[src/rtl/mon_irq_pkg.sv]
package mon_irq_pkg;

    // Register byte offsets; software decodes these, so they are fixed.
    localparam logic [11:0] OFS_ENABLE = 12'h830;
    localparam logic [11:0] OFS_MASK   = 12'h834;
    localparam logic [11:0] OFS_KIND   = 12'h838;
    localparam logic [11:0] OFS_POLAR  = 12'h83c;
    localparam logic [11:0] OFS_MSTAT  = 12'h840;
    localparam logic [11:0] OFS_RAW    = 12'h844;
    localparam logic [11:0] OFS_ACK    = 12'h84c;
    localparam logic [11:0] OFS_PORT   = 12'h850;

    typedef enum logic [3:0] {
        SEL_NONE,
        SEL_ENABLE,
        SEL_MASK,
        SEL_KIND,
        SEL_POLAR,
        SEL_MSTAT,
        SEL_RAW,
        SEL_ACK,
        SEL_PORT
    } reg_sel_e;

endpackage

[src/rtl/mon_sync.sv]
module mon_sync #(
    parameter int WIDTH  = 12,
    parameter int STAGES = 2
) (
    input  logic             clk,
    input  logic             rst_n,
    input  logic [WIDTH-1:0] async_i,
    output logic [WIDTH-1:0] sync_o
);

    logic [WIDTH-1:0] stage_d [STAGES];
    logic [WIDTH-1:0] stage_q [STAGES];

    always_comb begin
        stage_d[0] = async_i;
        for (int s = 1; s < STAGES; s++) begin
            stage_d[s] = stage_q[s-1];
        end
    end

    generate
        for (genvar g = 0; g < STAGES; g++) begin : g_stage
            always_ff @(posedge clk or negedge rst_n) begin
                if (!rst_n) stage_q[g] <= '0;
                else        stage_q[g] <= stage_d[g];
            end
        end
    endgenerate

    assign sync_o = stage_q[STAGES-1];

endmodule

[src/rtl/mon_irq_cell.sv]
module mon_irq_cell (
    input  logic clk,
    input  logic rst_n,
    input  logic line_i,
    input  logic kind_i,
    input  logic polar_i,
    input  logic ack_i,
    output logic raw_o
);

    typedef struct packed {
        logic prev;
        logic latched;
    } cell_t;

    cell_t st_d, st_q;
    logic  edge_hit;

    always_comb begin
        edge_hit = polar_i ? (line_i & ~st_q.prev) : (~line_i & st_q.prev);
        st_d.prev = line_i;
        if (!kind_i)       st_d.latched = 1'b0;
        else if (edge_hit) st_d.latched = 1'b1;
        else if (ack_i)    st_d.latched = 1'b0;
        else               st_d.latched = st_q.latched;
        raw_o = kind_i ? st_q.latched : ~(line_i ^ polar_i);
    end

    always_ff @(posedge clk or negedge rst_n) begin
        if (!rst_n) st_q <= '0;
        else        st_q <= st_d;
    end

    p_edge_holds_r5: assert property (@(posedge clk) disable iff (!rst_n)
        (kind_i && st_q.latched && !ack_i) |=> st_q.latched)
        else $error("latched edge dropped without acknowledge");

    p_ack_clears_r6: assert property (@(posedge clk) disable iff (!rst_n)
        (kind_i && ack_i && !edge_hit) |=> !st_q.latched)
        else $error("acknowledge did not clear latched edge");

    p_level_discards_r10: assert property (@(posedge clk) disable iff (!rst_n)
        !kind_i |=> !st_q.latched)
        else $error("edge latch kept in level mode");

endmodule

[src/rtl/mon_irq_ctrl.sv]
module mon_irq_ctrl
    import mon_irq_pkg::*;
#(
    parameter int NUM_MON     = 12,
    parameter int ADDR_W      = 12,
    parameter int DATA_W      = 32,
    parameter int SYNC_STAGES = 2
) (
    input  logic              clk,
    input  logic              rst_n,
    input  logic              bus_wr_i,
    input  logic [ADDR_W-1:0] bus_addr_i,
    input  logic [DATA_W-1:0] bus_wdata_i,
    output logic [DATA_W-1:0] bus_rdata_o,
    input  logic [NUM_MON-1:0] mon_i,
    output logic              irq_o
);

    localparam int PAD_W = DATA_W - NUM_MON;

    typedef struct packed {
        logic [NUM_MON-1:0] enable;
        logic [NUM_MON-1:0] mask;
        logic [NUM_MON-1:0] kind;
        logic [NUM_MON-1:0] polar;
    } cfg_t;

    cfg_t               cfg_d, cfg_q;
    reg_sel_e           sel;
    logic [NUM_MON-1:0] line_s;
    logic [NUM_MON-1:0] raw;
    logic [NUM_MON-1:0] mstat;
    logic [NUM_MON-1:0] ack;
    logic [NUM_MON-1:0] rd_val;
    logic [NUM_MON-1:0] wval;

    mon_sync #(.WIDTH(NUM_MON), .STAGES(SYNC_STAGES)) sync_i (
        .clk     (clk),
        .rst_n   (rst_n),
        .async_i (mon_i),
        .sync_o  (line_s)
    );

    always_comb begin
        case (bus_addr_i)
            ADDR_W'(OFS_ENABLE): sel = SEL_ENABLE;
            ADDR_W'(OFS_MASK):   sel = SEL_MASK;
            ADDR_W'(OFS_KIND):   sel = SEL_KIND;
            ADDR_W'(OFS_POLAR):  sel = SEL_POLAR;
            ADDR_W'(OFS_MSTAT):  sel = SEL_MSTAT;
            ADDR_W'(OFS_RAW):    sel = SEL_RAW;
            ADDR_W'(OFS_ACK):    sel = SEL_ACK;
            ADDR_W'(OFS_PORT):   sel = SEL_PORT;
            default:             sel = SEL_NONE;
        endcase
    end

    always_comb begin
        wval  = bus_wdata_i[NUM_MON-1:0];
        cfg_d = cfg_q;
        if (bus_wr_i) begin
            case (sel)
                SEL_ENABLE: cfg_d.enable = wval;
                SEL_MASK:   cfg_d.mask   = wval;
                SEL_KIND:   cfg_d.kind   = wval;
                SEL_POLAR:  cfg_d.polar  = wval;
                default:    ;
            endcase
        end
        ack = (bus_wr_i && sel == SEL_ACK) ? wval : '0;
    end

    always_ff @(posedge clk or negedge rst_n) begin
        if (!rst_n) cfg_q <= '0;
        else        cfg_q <= cfg_d;
    end

    generate
        for (genvar b = 0; b < NUM_MON; b++) begin : g_cell
            mon_irq_cell cell_i (
                .clk     (clk),
                .rst_n   (rst_n),
                .line_i  (line_s[b]),
                .kind_i  (cfg_q.kind[b]),
                .polar_i (cfg_q.polar[b]),
                .ack_i   (ack[b]),
                .raw_o   (raw[b])
            );
        end
    endgenerate

    always_comb begin
        mstat = raw & cfg_q.enable & ~cfg_q.mask;
        irq_o = |mstat;
        case (sel)
            SEL_ENABLE: rd_val = cfg_q.enable;
            SEL_MASK:   rd_val = cfg_q.mask;
            SEL_KIND:   rd_val = cfg_q.kind;
            SEL_POLAR:  rd_val = cfg_q.polar;
            SEL_MSTAT:  rd_val = mstat;
            SEL_RAW:    rd_val = raw;
            SEL_PORT:   rd_val = line_s;
            default:    rd_val = '0;
        endcase
        bus_rdata_o = {{PAD_W{1'b0}}, rd_val};
    end

    p_irq_needs_enable_r8: assert property (@(posedge clk) disable iff (!rst_n)
        irq_o |-> (cfg_q.enable != '0))
        else $error("interrupt raised with all lines disabled");

    p_readonly_write_r9: assert property (@(posedge clk) disable iff (!rst_n)
        (bus_wr_i && (sel == SEL_MSTAT || sel == SEL_RAW || sel == SEL_PORT ||
                      sel == SEL_NONE)) |=> $stable(cfg_q))
        else $error("configuration changed by write to read-only offset");

endmodule

[config.mk]
export PLATFORM = sky130hd
export DESIGN_NAME = mon_irq_ctrl
export DESIGN_NICKNAME = d
export VERILOG_FILES = /design/src/rtl/mon_irq_pkg.sv /design/src/rtl/mon_sync.sv /design/src/rtl/mon_irq_cell.sv /design/src/rtl/mon_irq_ctrl.sv
export SDC_FILE = /design/constraint.sdc
export NUM_CORES = 1
export LEC_CHECK = 0
export BUFFER_PORTS_ARGS = -buffer_cell sky130_fd_sc_hd__buf_2
export CAP_MARGIN = 20
export CORE_ASPECT_RATIO = 0.75
export CORE_MARGIN = 2
export CORE_UTILIZATION = 35
export CTS_BUF_LIST = sky130_fd_sc_hd__clkbuf_4 sky130_fd_sc_hd__clkbuf_8 sky130_fd_sc_hd__clkbuf_16
export DETAILED_ROUTE_END_ITERATION = 12
export MAX_ROUTING_LAYER = met4
export PLACE_DENSITY = 0.61
export SLEW_MARGIN = 20
export SYNTH_ARGS = -nofsm -noshare
export SYNTH_HDL_FRONTEND = slang
export SYNTH_SLANG_ARGS = --single-unit
[constraint.sdc]
create_clock -name clk -period 3 [get_ports clk]
set_input_delay 0.75 -clock clk [delete_from_list [all_inputs] [get_ports clk]]
set_output_delay 0.75 -clock clk [all_outputs]
set_load 0.01 [all_outputs]
# ---- Yosys cells after proc, flatten, opt, wreduce, memory -nomap -nowiden
# Index checks and enable logic that the tools add are counted.
dict set report op_classes {
  eq_ne 28
  mux 63
  n_bitwise 75
  n_reduce_logical 6
}
# operator count
set op_table {}
lappend op_table {{equality test 12 bit (second input constant)} 8}
lappend op_table {{one-hot mux 12 bit (7 select lines)} 1}
lappend op_table {{two-way mux 1 bit} 60}
lappend op_table {{!= test 3 x 1 -> 1 bit (second input constant)} 12}
lappend op_table {{inverter 1 bit} 36}
lappend op_table {{one-hot mux 4 bit (8 select lines)} 1}
lappend op_table {{AND 1 bit} 24}
lappend op_table {{AND 12 bit} 2}
lappend op_table {{equality test 4 x 3 -> 1 bit (second input constant)} 4}
lappend op_table {{two-way mux 12 bit} 1}
lappend op_table {{inverter 12 bit} 1}
lappend op_table {{OR reduction 12 bit} 1}
lappend op_table {{XOR 1 bit} 12}
lappend op_table {{equality test 4 x 2 -> 1 bit (second input constant)} 2}
lappend op_table {{AND reduction 2 bit} 4}
lappend op_table {{equality test 4 x 1 -> 1 bit (second input constant)} 1}
lappend op_table {{equality test 4 bit (second input constant)} 1}
lappend op_table {{logical AND 1 bit} 1}
dict set report word_totals {
  ff_bits 96
  inputBits 59
  out_inout_bits 33
  wordCells 202
}

# ---- Logic depth before layout (Yosys ltp)
dict set report logic_depth {
  word_depth 8
  mapped_depth 6
  ltp_nobuf 4
}

# ---- Cells and area by module
# From an unflattened synthesis, not the netlist that was laid out.
dict set report unflattened {
  cells_unflattened 366
  hier_area_um2 4835.9
}
# module instances cells_each area_each_um2 seq_area_each_um2
set modules_own_cells {}
lappend modules_own_cells {mon_irq_ctrl 1 246 3034.2 1201.2}
lappend modules_own_cells {mon_irq_cell 12 8 100.1 50.0}
lappend modules_own_cells {mon_sync 1 24 600.6 600.6}

# ---- Worst setup path before layout
# OpenSTA, ideal clock, no wires.
dict set report synth_timing {
  kind {input to output}
  from {in bus_addr_i[9]}
  to {out bus_rdata_o[10]}
  arrival_time_ns 2.334
  required_ns 2.250
  slack_ns -0.084
  stages 6
  n_path_buf 2
  path_cell_list {or4_1 > buf_2 > or2_2 > buf_2 > o32a_1 > o211ai_1}
}
dict set report synth_between {
  elab_chain_len 4
  elab_cells_between_ends 17
}
# item line
set synth_lines {}
lappend synth_lines {{start: declaration} mon_irq_ctrl.sv:12} ;# input logic [ADDR_W-1:0] bus_addr_i,
lappend synth_lines {{equality test 12 bit} mon_irq_ctrl.sv:45} ;# case (bus_addr_i)
lappend synth_lines {{one-hot mux 4 bit (8 select lines) (*)} mon_irq_ctrl.sv:45}
lappend synth_lines {{equality test 4 bit, or another cell as far along} mon_irq_ctrl.sv:95} ;# case (sel)
lappend synth_lines {{one-hot mux 12 bit (7 select lines) (*)} mon_irq_ctrl.sv:95}
lappend synth_lines {{end: declaration} mon_irq_ctrl.sv:14} ;# output logic [DATA_W-1:0] bus_rdata_o,
# Mark *: on every way between the ends. The rest lies on a longest branch, timed or not.

# ---- Worst setup path after layout
dict set report layout_timing {
  from {in bus_addr_i[1]}
  to {out bus_rdata_o[3]}
}
# Same word-level chain as after synthesis.

==> metrics.yaml <==
critical_path:
  critPathKind: "primary input to output pin"
  cp.arrival_ns: 2.49
  r2r-start: "sync_i.sync_o[4]"
  r2r.worst_path.cells: 4
  rrSetupSlack_ns: 1.99
  start_kind: "primary input"
  cpPeakStageDelay_ns: 0.60
  cpMostUsedCell: "buf_2"
  crit_required_ns: 2.25
  critPathMaxFanout: 6
  cp-end-kind: "output pin"
  reg2reg_to: "g_cell[4].cell_i.st_q[0]"
  crit_chain: "buf_2, or3b_2, or4_4, o32a_1, o211ai_1, buf_2"
  slowest_stage: "or4_4"
drt:
  via_per_inst: 5.54
  wl_um: 14000
  via_count: 4100
  drtPass1Iterations: 5
  ant_nets: 0
  drt_drc_violations_left: 0
  wl_per_cell_um: 18.9
  first_iter_violations: 303
sta:
  hold_violations: 0
  max_freq_mhz: 308
  fin_skew_ns: 0.00340
  worst_pin_slew_ns: 0.644
  slew_violations: 0
  setup_viol: 12
  grt_setup_unrepaired: "true"
  min_period_ns: 3.24
  timing.final.ws_setup_ns: -0.244
  period_share_pct: 108
  relSlewSlack_pct: 56.5
synth:
  ys_seq_area_share_pct: 48.1
  synth.avg_cell_area_um2: 11.2
  synth.area.top_cells: "dfrtp_1 48%, mux2_2 8.6%, buf_4 3.2%"
  synthCells: 447
  ys_warn_count: 0
  ys_async_sr_fraction_pct: 100
  yosys_register_bits: 96
  synth_top_area_share_pct: 48.1
  synth_top_flop_cell: "dfrtp_1"
  yosys.cell_types.count: 64
  synth_edf_count: 0
  yosysTopAreaCell: "dfrtp_1"
  netlist_area_um2: 4990
place:
  post_dp_cell_area_um2: 5780
  port_buffers: 51
  gp_congestion: 0.867
  dp_slack_ns: -0.361
  dp_hpwl_um: 9990
run_status:
  failed_checks: "setup timing"
  status: "complete, but fails checks"
finish:
  fill_cells: 1260
  final_cell_mix: "96 x dfrtp_1, 57 x buf_4, 42 x buf_2, 38 x mux2_2, 30 x nand2_1"
  utilization_pct: 46.7
  layout_commonest_cell: "dfrtp_1"
  syn2layout_area_growth_pct: 29.4
  multi_input_area_um2: 2590
  diodes: 0
  fin_area_um2: 6460
  final_nets: 619
  drive_gt1_share_pct: 38.4
  regArea_um2: 2400
grt:
  grt_pass1_vias: 4021
  antenna_found_initial: 0
  grt_overflow: 0
  grt_max_degree: 49
  grt_first_pass_wirelength_um: 21900
  track_usage_pct: 19.6
clock_tree:
  clkTransAtPathRegs_ns: 0.07
  clk_path_buf_depth: 2
  cts_tree: "done"
  cts_inserted_buffers: 9
  cts.sinks: 96
  htreeDepth: 3
  root_buffer: "clkbuf_16"
  clk_latency_ns: 0.35
floorplan:
  die-width_um: 142
  coreArea_um2: 13800
  rows: 37
  io_pins: 92
  die_y_um: 107
  start_util_pct: 36.1
  dieArea_um2: 15200
pwr:
  p_total_w: 0.00288
  ir_drop_v: 0.000316
  p_leak_nw: 2.93
  p_per_area_nw_per_um2: 445
hold_path:
  hold_class: "primary input to async pin"
run:
  max_cap_viol_count: 0
-- worst max path at each step --
stage | start | end | cells past startpoint | slack [ns]
5_1_grt | bus_addr_i[10] | bus_rdata_o[6] | 6 | -0.26
6_report | bus_addr_i[1] | bus_rdata_o[3] | 6 | -0.24
4_1_cts | bus_addr_i[4] | bus_rdata_o[3] | 7 | -0.27
3_5_place_dp | bus_addr_i[3] | bus_rdata_o[6] | 7 | -0.36
3_3_place_gp | bus_addr_i[3] | bus_rdata_o[6] | 7 | -0.36
2_1_floorplan | bus_addr_i[9] | bus_rdata_o[10] | 6 | -0.07
-- power breakdown --
group / switching (W) / internal [W] / total, W / leakage (nW)
Combinational: 0.000122 / 0.0000920 / 0.000214 / 1.51
Clock: 0.000493 / 0.000821 / 0.00131 / 0.166
Sequential: 0.0000260 / 0.00132 / 0.00135 / 1.26
Total: 0.000641 / 0.00223 / 0.00288 / 2.93
-- registers in the layout, summed over array words and instances (netlist names) --
signal,count
cfg_q,48
g_cell.cell_i.st_q,24
sync_i.stage_d,12
sync_i.sync_o,12
-- logic make-up after synthesis --
group / Yosys count / synth area share [%]
mux: 53 / 12.6
other cells: 1 / 0.0751
flops: 96 / 48.1
xor+xnor: 12 / 2.10
compound gates: 116 / 16.8
simple gates: 126 / 15.1
buf+inv: 43 / 5.14
-- layer usage --
| metal | part of all wire, % | routed length (um) | track usage, % | vias to the layer above |
|---|---|---|---|---|
| met1 | 48 | 6730 | 27.2 | 2052 |
| met2 | 44 | 6220 | 28.3 | 140 |
| met3 | 4.9 | 687 | 4.09 | 29 |
| met5 | 0 | 0 | - | - |
| li1 | - | - | - | 1879 |
| met4 | 2.6 | 364 | 7.14 | 0 |
-- metrics by stage --
stage                     hold WS, ns  TNS, ns  cells
final                           0.252    -1.67    740
after global routing            0.254    -2.17    740
after CTS                       0.249    -2.09    736
after detailed placement        0.335    -3.76    713
after global placement          0.333    -3.51    713
after floorplan                 0.331   -0.402    466
-- critical path, delay by kind of cell --
kind,cells,cell delay [ns]
and+or+nand+nor,2,1.10
AOI/OAI and AO/OA,2,0.34
buffers and inverters,2,0.30
-- area by class of cell --
type / count / area share [%]
clock inverters: 6 / 1.67
multi-input cells: 328 / 40.1
repair buffers: 118 / 13.6
clock buffers: 10 / 3.60
inverters: 7 / 0.407
flip-flops and latches: 96 / 37.2
well taps: 175 / 3.39
-- timing repair --
item                                   in CTS  in global routing
endpoints found under the hold margin       0                  0
cloned                                      0                  2
pin swaps                                  22                  8
hold buffers                                0                  0
buffers inserted                            7                  3
setup endpoints to repair                  12                 12
gates resized for setup                    35                 15
-- synth_stat cells, types with 7 or more instances --
cell type and count:
a21boi_0 12, a21oi_1 12, a22oi_1 14, a32oi_1 7
buf_4 21, dfrtp_1 96, inv_1 7, mux2_2 38
mux2_4 10, nand2_1 30, nand2b_1 15, nand4b_1 12
nor2_1 18, nor3_1 8, nor4_1 7, o211ai_1 7
o21a_1 12, o21ai_0 20
Power figures use the tool's default switching activity.
